<file path="config.mk">
export PLATFORM = sky130hd
export DESIGN_NAME = sar_conv_ctrl
export DESIGN_NICKNAME = d
export VERILOG_FILES = /design/src/rtl/sar_pkg.sv /design/src/rtl/sar_frame_timer.sv /design/src/rtl/sar_approx_reg.sv /design/src/rtl/sar_therm_enc.sv /design/src/rtl/sar_mode_ctl.sv /design/src/rtl/sar_conv_ctrl.sv
export SDC_FILE = /design/constraint.sdc
export NUM_CORES = 1
export LEC_CHECK = 0
export BUFFER_PORTS_ARGS = -buffer_cell sky130_fd_sc_hd__buf_2
export CAP_MARGIN = 20
export CORE_MARGIN = 2
export CORE_UTILIZATION = 40
export CTS_CLUSTER_DIAMETER = 80
export DETAILED_ROUTE_END_ITERATION = 16
export PLACE_DENSITY = 0.58
export SETUP_SLACK_MARGIN = 0.3
export SLEW_MARGIN = 20
export SYNTH_ARGS = -nofsm -noshare
export SYNTH_HDL_FRONTEND = slang
export SYNTH_HIERARCHICAL = 1
export SYNTH_SLANG_ARGS = --single-unit
</file>
<file path="constraint.sdc">
create_clock -name clk -period 2.06 [get_ports clk]
set_input_delay 0.103 -clock clk [delete_from_list [all_inputs] [get_ports clk]]
set_output_delay 0.103 -clock clk [all_outputs]
set_load 0.05 [all_outputs]
</file>
<file path="src/rtl/sar_pkg.sv">
package sar_pkg;

    localparam int SAR_BITS   = 12;
    localparam int SEG_BITS   = 6;
    localparam int THERM_BITS = 3;
    localparam int TRACK_CYC  = 2;
    localparam int FRAME_CYC  = 16;
    localparam int ABORT_LIM  = 10;

    typedef enum logic [1:0] {
        FS_IDLE = 2'd0,
        FS_RUN  = 2'd1,
        FS_HOLD = 2'd2
    } frame_state_e;

    typedef struct packed {
        logic start;     // frame begins at this edge
        logic release_pd; // early release, go to power-down
        logic complete;  // full frame ends at this edge
    } frame_evt_t;

endpackage

</file>
<file path="src/rtl/sar_frame_timer.sv">
module sar_frame_timer
    import sar_pkg::*;
#(
    parameter int FRAME_LEN = FRAME_CYC,
    parameter int ABORT_AT  = ABORT_LIM,
    localparam int CNT_W    = $clog2(FRAME_LEN)
) (
    input  logic             clk,
    input  logic             rst,
    input  logic             cs_n,
    output logic             running,
    output logic [CNT_W-1:0] cycle,
    output frame_evt_t       evt
);

    frame_state_e state_q;
    logic [CNT_W-1:0] cnt_q;

    always_comb begin
        evt.start      = (state_q == FS_IDLE) && !cs_n;
        evt.release_pd = (state_q == FS_RUN) && cs_n && (cnt_q < CNT_W'(ABORT_AT));
        evt.complete   = (state_q == FS_RUN) && !cs_n && (cnt_q == CNT_W'(FRAME_LEN - 1));
    end

    always_ff @(posedge clk) begin
        if (rst) begin
            state_q <= FS_IDLE;
            cnt_q   <= '0;
        end else begin
            case (state_q)
                FS_IDLE: begin
                    if (!cs_n) begin
                        state_q <= FS_RUN;
                        cnt_q   <= '0;
                    end
                end
                FS_RUN: begin
                    if (cs_n) begin
                        state_q <= FS_IDLE;
                    end else if (cnt_q == CNT_W'(FRAME_LEN - 1)) begin
                        state_q <= FS_HOLD;
                    end else begin
                        cnt_q <= cnt_q + 1'b1;
                    end
                end
                FS_HOLD: begin
                    if (cs_n) state_q <= FS_IDLE;
                end
                default: state_q <= FS_IDLE;
            endcase
        end
    end

    assign running = (state_q == FS_RUN);
    assign cycle   = cnt_q;

endmodule

</file>
<file path="src/rtl/sar_approx_reg.sv">
module sar_approx_reg
    import sar_pkg::*;
#(
    parameter int NBITS   = SAR_BITS,
    parameter int TRK     = TRACK_CYC,
    parameter int CNT_W   = 4,
    localparam int IDX_W  = $clog2(NBITS),
    localparam int LAST   = TRK + NBITS - 1
) (
    input  logic             clk,
    input  logic             rst,
    input  logic             cs_n,
    input  logic             running,
    input  logic [CNT_W-1:0] cycle,
    input  logic             cmp_hi,
    output logic [NBITS-1:0] word,
    output logic             deciding,
    output logic             ser_bit
);

    localparam logic [NBITS-1:0] MIDSCALE = {1'b1, {(NBITS-1){1'b0}}};

    logic [NBITS-1:0] word_q;
    logic             ser_q;
    logic             load_mid;
    logic [IDX_W-1:0] trial_idx;

    always_comb begin
        deciding  = running && (cycle >= CNT_W'(TRK)) && (cycle <= CNT_W'(LAST));
        load_mid  = running && !cs_n && (cycle == CNT_W'(TRK - 1));
        trial_idx = IDX_W'(LAST) - IDX_W'(cycle);
    end

    always_ff @(posedge clk) begin
        if (rst) begin
            word_q <= MIDSCALE;
            ser_q  <= 1'b0;
        end else begin
            ser_q <= 1'b0;
            if (load_mid) begin
                word_q <= MIDSCALE;
            end else if (deciding && !cs_n) begin
                word_q[trial_idx] <= ~cmp_hi;
                if (trial_idx != '0) word_q[trial_idx - 1'b1] <= 1'b1;
                ser_q <= ~cmp_hi;
            end
        end
    end

    assign word    = word_q;
    assign ser_bit = ser_q;

endmodule

</file>
<file path="src/rtl/sar_therm_enc.sv">
module sar_therm_enc #(
    parameter int IN_W   = 3,
    localparam int LINES = (1 << IN_W) - 1
) (
    input  logic             en,
    input  logic [IN_W-1:0]  val,
    output logic [LINES-1:0] lines
);

    for (genvar k = 0; k < LINES; k++) begin : g_line
        assign lines[k] = en && (val > IN_W'(k));
    end

endmodule

</file>
<file path="src/rtl/sar_mode_ctl.sv">
module sar_mode_ctl
    import sar_pkg::*;
#(
    parameter int NBITS = SAR_BITS
) (
    input  logic             clk,
    input  logic             rst,
    input  frame_evt_t       evt,
    input  logic [NBITS-1:0] word,
    output logic             pwr_dn,
    output logic [NBITS-1:0] res_word,
    output logic             res_ok
);

    logic pd_q;
    logic wake_q;
    logic [NBITS-1:0] res_q;
    logic ok_q;

    always_ff @(posedge clk) begin
        if (rst) begin
            pd_q   <= 1'b0;
            wake_q <= 1'b0;
            res_q  <= '0;
            ok_q   <= 1'b0;
        end else begin
            if (evt.start) wake_q <= pd_q;
            if (evt.release_pd) pd_q <= 1'b1;
            if (evt.complete) begin
                res_q <= word;
                ok_q  <= ~wake_q;
                pd_q  <= 1'b0;
            end
        end
    end

    assign pwr_dn   = pd_q;
    assign res_word = res_q;
    assign res_ok   = ok_q;

endmodule

</file>
<file path="src/rtl/sar_conv_ctrl.sv">
module sar_conv_ctrl
    import sar_pkg::*;
#(
    parameter int NBITS     = SAR_BITS,
    parameter int SEG_W     = SEG_BITS,
    parameter int THERM_W   = THERM_BITS,
    parameter int TRACK_LEN = TRACK_CYC,
    parameter int FRAME_LEN = FRAME_CYC,
    parameter int ABORT_AT  = ABORT_LIM,
    localparam int LINES    = (1 << THERM_W) - 1,
    localparam int MID_W    = NBITS - SEG_W - THERM_W,
    localparam int CNT_W    = $clog2(FRAME_LEN)
) (
    input  logic              clk,
    input  logic              rst,
    input  logic              cs_n,
    input  logic              cmp_hi,
    output logic              track,
    output logic [LINES-1:0]  dac_therm,
    output logic [MID_W-1:0]  dac_mid,
    output logic [SEG_W-1:0]  dac_lo,
    output logic              sdo,
    output logic              sdo_oe,
    output logic              pwr_dn,
    output logic [NBITS-1:0]  res_word,
    output logic              res_ok
);

    logic             running;
    logic [CNT_W-1:0] cycle;
    frame_evt_t       evt;
    logic [NBITS-1:0] word;
    logic             deciding;
    logic             ser_bit;

    sar_frame_timer #(
        .FRAME_LEN (FRAME_LEN),
        .ABORT_AT  (ABORT_AT)
    ) u_timer (
        .clk     (clk),
        .rst     (rst),
        .cs_n    (cs_n),
        .running (running),
        .cycle   (cycle),
        .evt     (evt)
    );

    sar_approx_reg #(
        .NBITS (NBITS),
        .TRK   (TRACK_LEN),
        .CNT_W (CNT_W)
    ) u_sar (
        .clk      (clk),
        .rst      (rst),
        .cs_n     (cs_n),
        .running  (running),
        .cycle    (cycle),
        .cmp_hi   (cmp_hi),
        .word     (word),
        .deciding (deciding),
        .ser_bit  (ser_bit)
    );

    sar_therm_enc #(
        .IN_W (THERM_W)
    ) u_therm (
        .en    (deciding),
        .val   (word[NBITS-1 -: THERM_W]),
        .lines (dac_therm)
    );

    sar_mode_ctl #(
        .NBITS (NBITS)
    ) u_mode (
        .clk      (clk),
        .rst      (rst),
        .evt      (evt),
        .word     (word),
        .pwr_dn   (pwr_dn),
        .res_word (res_word),
        .res_ok   (res_ok)
    );

    assign track   = running && (cycle < CNT_W'(TRACK_LEN));
    assign dac_mid = word[SEG_W +: MID_W];
    assign dac_lo  = word[SEG_W-1:0];
    assign sdo_oe  = ~cs_n;
    assign sdo     = sdo_oe & ser_bit;

endmodule

</file>
## Word level (Yosys, flattened, before mapping)

Cells that the tools add are included.

| storage, ports and cells | value |
|---|---|
| logic and storage cells | 84 |
| flip-flop bits (word level) | 34 |
| output and inout bits | 33 |

| operators by class | value |
|---|---|
| reduce and logical (&&, ||, !) cells | 28 |
| eq/ne operators | 9 |
| bitwise gates (word level) | 6 |
| add/subtract/negate cells | 3 |
| $lt $le $gt $ge | 15 |
| mux-type cells | 15 |

Operators by type and width:

| operator | count |
|---|---|
| logical AND 1 bit | 19 |
| bitwise mux 12 bit | 1 |
| 2-to-1 mux 12 bit | 1 |
| 2-to-1 mux 4 bit | 3 |
| OR 12 bit | 1 |
| less-than comparator 4 x 5 -> 1 bit, second input constant | 2 |
| greater-than comparator 3 bit, second input constant | 3 |
| demux 1 bit (select 4 bit) | 2 |
| greater-or-equal comparator 4 x 1 -> 1 bit, second input constant | 2 |
| 2-to-1 mux 2 bit | 4 |
| != test 2 bit, second input constant | 4 |
| one-hot mux 4 bit (2 select lines) | 1 |
| greater-than comparator 3 x 1 -> 1 bit, second input constant | 2 |
| greater-than comparator 3 x 2 -> 1 bit, second input constant | 2 |
| one-hot mux 2 bit (3 select lines) | 1 |
| adder 4 x 1 -> 4 bit, second input constant | 1 |
| == test 4 x 1 -> 1 bit, second input constant | 1 |
| == test 4 bit, second input constant | 1 |
| greater-or-equal comparator 4 x 2 -> 1 bit, second input constant | 1 |
| less-or-equal comparator 4 bit, second input constant | 1 |
| less-than comparator 4 x 2 -> 1 bit, second input constant | 1 |
| less-than comparator 4 bit, second input constant | 1 |
| NOT 1 bit | 4 |
| AND reduction 4 bit | 1 |
| other kinds (14) | 16 |

## Logic depth before layout (Yosys ltp)

Gate-level depths: netlist (run 1).

| logic depth | value |
|---|---|
| depth after elaboration | 8 |
| depth in mapped cells | 7 |

## Hierarchy

The synthesis (run 1) kept the hierarchy.

By module, submodules not included:

| module | cells an instance | seq. area each (um2) | area an instance (um2) | instances |
|---|---|---|---|---|
| sar_approx_reg | 105 | 260.2 | 932.1 | 1 |
| sar_mode_ctl | 48 | 300.3 | 540.5 | 1 |
| sar_frame_timer | 34 | 120.1 | 294.0 | 1 |
| sar_therm_enc | 8 | 0.0 | 53.8 | 1 |
| sar_conv_ctrl | 3 | 0.0 | 25.0 | 1 |

## Worst setup path after synthesis (run 1)

Ideal clock, no wire load.

| timing | value |
|---|---|
| path type | register -> output |
| start | register u_timer.cnt_q[2] (netlist: u_timer/cycle[2]) |
| end | output port dac_therm[6] |
| arrival time | 2188 ps |
| data required time | 1957 ps |
| path slack | -231 ps |
| stages on the path, launching flop included | 7 |
| cells stage by stage | dfxtp_1 -> ha_1 -> nand2_1 -> nand4_1 -> and3_1 -> and3_1 -> and2_1 |

| between the ends | value |
|---|---|
| word-level cells in the longest chain between the ends | 4 |

Ends and longest elaborated chain:

| what | RTL line | text |
|---|---|---|
| start: declaration | sar_frame_timer.sv:17 | `logic [CNT_W-1:0] cnt_q;` |
| start signal: assignment | sar_frame_timer.sv:43 | `cnt_q <= cnt_q + 1'b1;` |
| greater-or-equal comparator 4 x 2 -> 1 bit | sar_approx_reg.sv:29 | `deciding = running && (cycle >= CNT_W'(TRK)) && (cycle <= CNT_W'(LAST));` |
| logical AND 1 bit | sar_approx_reg.sv:29 |  |
| logical AND 1 bit (*) | sar_approx_reg.sv:29 |  |
| named net deciding | sar_conv_ctrl.sv:33 | `logic deciding;` |
| logical AND 1 bit (*) | sar_therm_enc.sv:11 | `assign lines[k] = en && (val > IN_W'(k));` |
| end: declaration | sar_conv_ctrl.sv:19 | `output logic [LINES-1:0] dac_therm,` |

Mark *: on every way through the listed nets, which the timed path passes. The rest lies on a longest branch.

## Worst setup path after layout (run 1)

| timing | value |
|---|---|
| start | register u_timer.cnt_q[1] (netlist: u_timer/cycle[1]) |
| end | output port dac_therm[6] |

Same word-level chain as after synthesis.

==> out/qor.yml, run 1 <==
sta:
  grt_setup_unrepaired: "yes"
  final-hold-violation-count: 0
  period_needed_ps: 1854
  skew_ps: 5.459
  setup_slack_ps: 206.1
  fin_crit_sh_pct: 90.00
  drv_slew: 0
  finalSetupViolCount: 0
  slew_headroom_pct: 67.27
  worst_pin_slew_ps: 491.0
  totalNegativeSetupSlack_ps: 0
  max_freq_mhz: 539.4
setup_path:
  r2r_start: "u_timer/cycle[1]"
  arrival_ps: 1750
  crit_start: "u_timer/cycle[1]"
  cp-start-kind: "flip-flop"
  worst_path_most_repeated_cell: "and3_4"
  critPathTopFamily: "simple AND/OR/NAND/NOR gates"
  worstSetupEndpointType: "output port"
  crit_required_ps: 1960
  crit_type: "flip-flop to output port"
  cp_num_buf_inv: 2
  crit_fanout: 5
  r2r_setup_slack_ps: 280
  path_cells: "buf_6, ha_4, nand2b_4, nand3_4, and3_4, and3_4, and2_4, buf_8"
  crit_slowest_cell: "dfxtp_4"
  slowest_delay_ps: 370
cts:
  cts_tree: "built"
  clk_pin_slew_worst_paths_ps: 70
  clock_sinks: 34
  cts_buffers: 5
  clock_path_buffers: 2
  cts_root_buf: "clkbuf_8"
  clock_latency_ps: 280
  cts-htree-levels: 2
power_and_ir_drop:
  p_leak_uw: 0.001052
  ir_drop_uv: 466.9
  p_per_area_nw_per_um2: 493.1
min_path:
  hold_path_class: "input port to flip-flop"
  worstHoldStart: "cmp_hi"
routing:
  first_iter_violations: 91
  drc_errors: 0
  vias: 1749
  viasPerCell: 5.552
  drt_pass1_iterations: 4
  ant_nets: 0
  wl_per_cell_um: 16.29
  wl_mm: 5.130
global_routing:
  track_usage_pct: 20.25
  grt_start_max_net_pins: 24
  grt_pass1_vias: 1607
  antenna_found_initial: 0
  gr-total-overflow: 0
  grt_pass1_wl_mm: 8.107
outcome:
  status: "complete, no violations"
synthesis:
  synth_area_leaders: "dfxtp_1 37%, mux2i_1 11%, nor2_1 4.3%"
  syn_inst: 198
  synth_common_cells: "34 x dfxtp_1, 21 x nor2_1, 20 x mux2i_1"
  post_synth.cell_area_avg_um2: 9.321
  syn_area_um2: 1846
  synthArstFlopShare_pct: 0
  ys.warnings.count: 6
  synth_area_leader_cell: "dfxtp_1"
  yosysUniqueCellTypes: 47
  synth-seq-area-share_pct: 36.88
  synth-seq-cells: 34
  yosysMostFrequentCell: "dfxtp_1"
  syn_nets: 207
  synth_enable_flop_cells: 0
  synthFlopType: "dfxtp_1"
  synth_top_cell_area_share_pct: 36.88
floorplan:
  rows: 24
  start_util_pct: 41.81
  die_area_um2: 5173
  coreArea_um2: 4414
  die_w_um: 71.93
  fp.dieH_um: 71.93
  pin_count: 37
final_layout:
  area_growth_pct: 36.81
  final_util_pct: 57.20
  layout.nets: 271
  seq_area_um2: 690.7
  n_fill_cell: 391
  antenna_cells: 0
  drive_gt1_share_pct: 41.44
  multi_input_area_um2: 1212
place:
  place_hpwl_mm: 3.251
  dp_slack_ps: 252.0
  routabilityCongestion: 0.9173
  numPortBuffers: 36
flow_run:
  cap_violations: 0
## final timing paths
check / depth (start not counted) / to
hold reg to reg: 1 / u_mode/res_ok
setup / recovery: 8 / dac_therm[6]
setup reg to reg: 9 / u_sar/word[3]
hold / removal: 2 / u_sar/ser_bit
## metal layers
layer / part of all wire (%) / track usage, %
met1: 45 / 27.86
met5: 0 / 0
met2: 46 / 30.86
met3: 6.2 / 4.583
met4: 3.0 / 8.176
## registers in the layout (all words and copies together) (netlist names)
name and flops:
u_sar/ser_bit 1, u_timer/cycle 4, u_mode/wake_q 1, u_mode/res_ok 1, u_mode/res_word 12, u_sar/word 12, u_timer/state_q 2, u_mode/pwr_dn 1
## cells in the final DEF (no fill, tap or decap), types with 7 or more instances in the layout
| cell type | netlist | layout |
|---|---|---|
| nor2_1 | 21 | 20 |
| o21ai_0 | 10 | 8 |
| buf_4 | 0 | 23 |
| inv_1 | 8 | 7 |
| nor3_1 | 13 | 11 |
| dfxtp_1 | 34 | 30 |
| nand2_1 | 13 | 12 |
| buf_2 | 3 | 30 |
| mux2i_1 | 20 | 20 |
| a21oi_1 | 7 | 7 |
## stage by stage
step / power, uW / instances / hold slack, ps / area [um^2]
6_report: 1245 / 315 / 51.49 / 2525
5_1_grt: 1296 / 315 / 35.08 / 2525
2_1_floorplan: 727.4 / 198 / 164.7 / 1868
3_3_place_gp: 754.8 / 294 / 370.3 / 2173
4_1_cts: 1257 / 312 / 52.18 / 2432
3_5_place_dp: 754.3 / 294 / 352.8 / 2173
## where the power goes
part,switching [uW],internal [uW],leakage (uW),total (uW)
sequential,5.05,658,0.000277,663
combinational,55.5,27.1,0.000727,82.6
clock,230,269,0.0000482,499
## cells by family (layout without fill, tap and decap cells)
group	Yosys count	in the layout	share of synthesized area, %
adders and majority gates	5	5	3.390
buffers and inverters	14	78	4.746
DFF	34	34	36.88
xor gates and xnor gates	3	4	3.187
AOI/OAI and AO/OA	43	43	18.03
and+or+nand+nor	79	79	22.92
muxes	20	20	10.85
## timing repair
action | CTS | global route
hold buffers | 0 | 0
pin swaps | 5 | 7
buffers inserted | 10 | 2
resized for setup | 24 | 20
endpoints found under the setup margin | 10 | 32
hold endpoints to repair | 0 | 0
gates cloned | 0 | 1
## layout make-up
class	count	area share [%]
inverter	8	1.288
sequential	34	27.35
tap	52	2.577
multi-input combinational	151	48.02
timing repair buffer	62	17.15
clock inverter	1	0.1982
clock buffer	7	3.419
Power figures use the tool's default switching activity.
==> run 2, diff against run 1 <==
==> constraint.sdc (replaced) <==
create_clock -name clk -period 2.06 [get_ports clk]
set_input_delay 0.412 -clock clk [delete_from_list [all_inputs] [get_ports clk]]
set_output_delay 0.412 -clock clk [all_outputs]
set_load 0.05 [all_outputs]
==> out/qor.yml, run 2 (synthesis results as in run 1) <==
global_routing:
  grt_pass1_wl_mm: 8.211  # was 8.107 mm
  grt_pass1_vias: 1662  # was 1607
  track_usage_pct: 20.77  # was 20.25%
  gr-total-overflow: 0  # unchanged
  grt_start_max_net_pins: 24  # unchanged
  antenna_found_initial: 0  # unchanged
flow_run:
  cap_violations: 0  # unchanged
cts:
  clk_pin_slew_worst_paths_ps: 70  # about the same
  cts_hold_repair.buffers: 0  # unchanged
  cts-htree-levels: 2  # unchanged
  cts_buffers: 5  # unchanged
  clock_sinks: 34  # unchanged
  clock_latency_ps: 280  # about the same
  clock_path_buffers: 2  # unchanged
  cts_root_buf: "clkbuf_8"  # unchanged
  cts_tree: "built"  # unchanged
power_and_ir_drop:
  ir_drop_uv: 461.8  # was 466.9 uV
  p_comb_share_pct: 6.9  # was 6.6%
  p_int_uw: 955.8  # was 954.9 uW
  p_leak_uw: 0.001130  # was 0.001052 uW
  p_clk_share_pct: 40.4  # was 40.1%
  p_per_area_nw_per_um2: 469.6  # was 493.1 nW/um^2
  pwr-share-seq_pct: 52.7  # was 53.3%
  switching_share_pct: 23.92  # was 23.31%
  power_uw: 1256  # was 1245 uW
  net-switching-power_uw: 300.5  # was 290.2 uW
routing:
  wl_per_cell_um: 16.07  # was 16.29 um
  wl_mm: 5.142  # was 5.130 mm
  viasPerCell: 5.572  # was 5.552
  vias: 1783  # was 1749
  first_iter_violations: 162  # was 91
  drc_errors: 0  # unchanged
  ant_nets: 0  # unchanged
  drt_pass1_iterations: 4  # unchanged
floorplan:
  rows: 24  # unchanged
  die_area_um2: 5173  # unchanged
  die_w_um: 71.93  # unchanged
  coreArea_um2: 4414  # unchanged
  start_util_pct: 41.81  # unchanged
  pin_count: 37  # unchanged
  fp.dieH_um: 71.93  # unchanged
sta:
  period_needed_ps: 2144  # was 1854 ps
  fin_crit_sh_pct: 104.1  # was 90.00%
  finalSetupViolCount: 5  # was 0
  final-hold-violation-count: 0  # unchanged
  skew_ps: 8.659  # was 5.459 ps
  slew_headroom_pct: 67.93  # was 67.27%
  max_freq_mhz: 466.4  # was 539.4 MHz
  totalNegativeSetupSlack_ps: -184.4  # was 0 ps
  worst_pin_slew_ps: 477.4  # was 491.0 ps
  drv_slew: 0  # unchanged
  setup_slack_ps: -84.05  # was 206.1 ps
  grt_setup_unrepaired: "yes"  # unchanged
setup_path:
  cp-start-kind: "flip-flop"  # unchanged
  crit_slowest_cell: "dfxtp_4"  # unchanged
  r2r_setup_slack_ps: 10  # was 280 ps
  reg2reg_depth: 9  # unchanged
  crit_required_ps: 1650  # was 1960 ps
  r2r_start: "u_timer/cycle[1]"  # unchanged
  crit_fanout: 4  # was 5
  path_cells: "inv_2, ha_4, nand2b_4, nand3_2, and3_4, and3_4, and2_4, buf_8"  # was buf_6, ha_4, nand2b_4, nand3_4, and3_4, and3_4, and2_4, buf_8
  reg2reg_to: "u_sar/word[9]"  # was u_sar/word[3]
  worst_path_most_repeated_cell: "and3_4"  # unchanged
  slowest_delay_ps: 400  # was 370 ps
  arrival_ps: 1730  # was 1750 ps
  crit_type: "flip-flop to output port"  # unchanged
  worstSetupEndpointType: "output port"  # unchanged
place:
  numPortBuffers: 36  # unchanged
  placed_area_um2: 2203  # was 2173 um^2
  routabilityCongestion: 0.9336  # was 0.9173
  dp_slack_ps: 70.75  # was 252.0 ps
  place_hpwl_mm: 3.214  # was 3.251 mm
final_layout:
  area_growth_pct: 44.95  # was 36.81%
  final_cell_area_um2: 2675  # was 2525 um^2
  antenna_cells: 0  # unchanged
  layout.nets: 276  # was 271
  final_util_pct: 60.60  # was 57.20%
  drive_gt1_share_pct: 45.90  # was 41.44%
  mostFrequentLayoutCells: "29 x buf_2, 29 x dfxtp_1, 20 x buf_4, 20 x mux2i_1, 19 x nor2_1"  # was 30 x buf_2, 30 x dfxtp_1, 23 x buf_4
  n_fill_cell: 374  # was 391
min_path:
  min_path_cells: 2  # unchanged
  whs_endpoint: "u_sar/ser_bit"  # unchanged
  worstHoldStart: "cmp_hi"  # unchanged
  hold_path_class: "input port to flip-flop"  # unchanged
outcome:
  status: "finished, violations left"  # was complete, no violations
  violations: "negative setup slack"
-- run 2: cell types whose count changed in the layout (fill, tap and decap cells not counted), sizes merged --
cell	previous run	this run
buf	61	68
clkbuf	8	7
xnor2	2	1
-- run 2: routing by layer --
layer  vias to the layer above  track usage (%)  wire length [um]
met2                        70            31.17              2338
met4                         0            8.176                93
met3                        11            6.667               388
met1                       832            27.83              2321
li1                        870                -                 -
met5                         -                0                 0
-- run 2: power groups by stage --
stage | Sequential (uW) | Clock, uW | Combinational [uW]
global route | 662 | 548 | 93.3
floorplan | 680 | 0 | 46.3
detailed placement | 677 | 0 | 78.5
CTS | 662 | 524 | 84.6
finish | 662 | 507 | 87.2
global placement | 677 | 0 | 78.8
-- run 2: worst max-delay path by stage --
| stage | start | endpoint | slack (ps) | cells past startpoint |
|---|---|---|---|---|
| after floorplan | u_timer/cycle[1] | dac_therm[6] | 170 | 7 |
| after global placement | u_timer/cycle[2] | dac_therm[6] | 110 | 8 |
| after detailed placement | u_timer/cycle[2] | dac_therm[6] | 70 | 8 |
| after CTS | u_timer/cycle[1] | dac_therm[6] | -60 | 8 |
| after global routing | u_timer/cycle[1] | dac_therm[6] | -150 | 8 |
| final | u_timer/cycle[2] | dac_therm[6] | -80 | 8 |
-- run 2: worst max-delay path: cells and delay by family, from the launching register on --
kind,cells,cell delay (ps)
buffers and inverters,2,190
and+or+nand+nor,5,710
adders and majority gates,1,160
DFF,1,400
-- run 2: layout make-up --
type	instances	area (um^2)	share of cell area [%]
Multi-Input combinational cell	150	1269	47.43
Clock inverter	1	5.005	0.1871
Timing Repair Buffer	68	520.5	19.46
Clock buffer	7	86.33	3.227
Inverter	8	35.03	1.310
Sequential cell	34	694.4	25.96
Tap cell	52	65.06	2.432
-- run 2: what timing repair did --
item / in CTS / in global routing
cloned: 1 / 0
buffers inserted: 15 / 3
endpoints found under the setup margin: 25 / 30
gates resized for setup: 51 / 10
pin swaps: 8 / 6
-- run 2: metrics by stage --
stage,cells,hold WS [ps]
2_1_floorplan,198,427.4
3_3_place_gp,293,453.9
3_5_place_dp,293,453.2
4_1_cts,317,353.4
5_1_grt,320,356.9
6_report,320,356.8
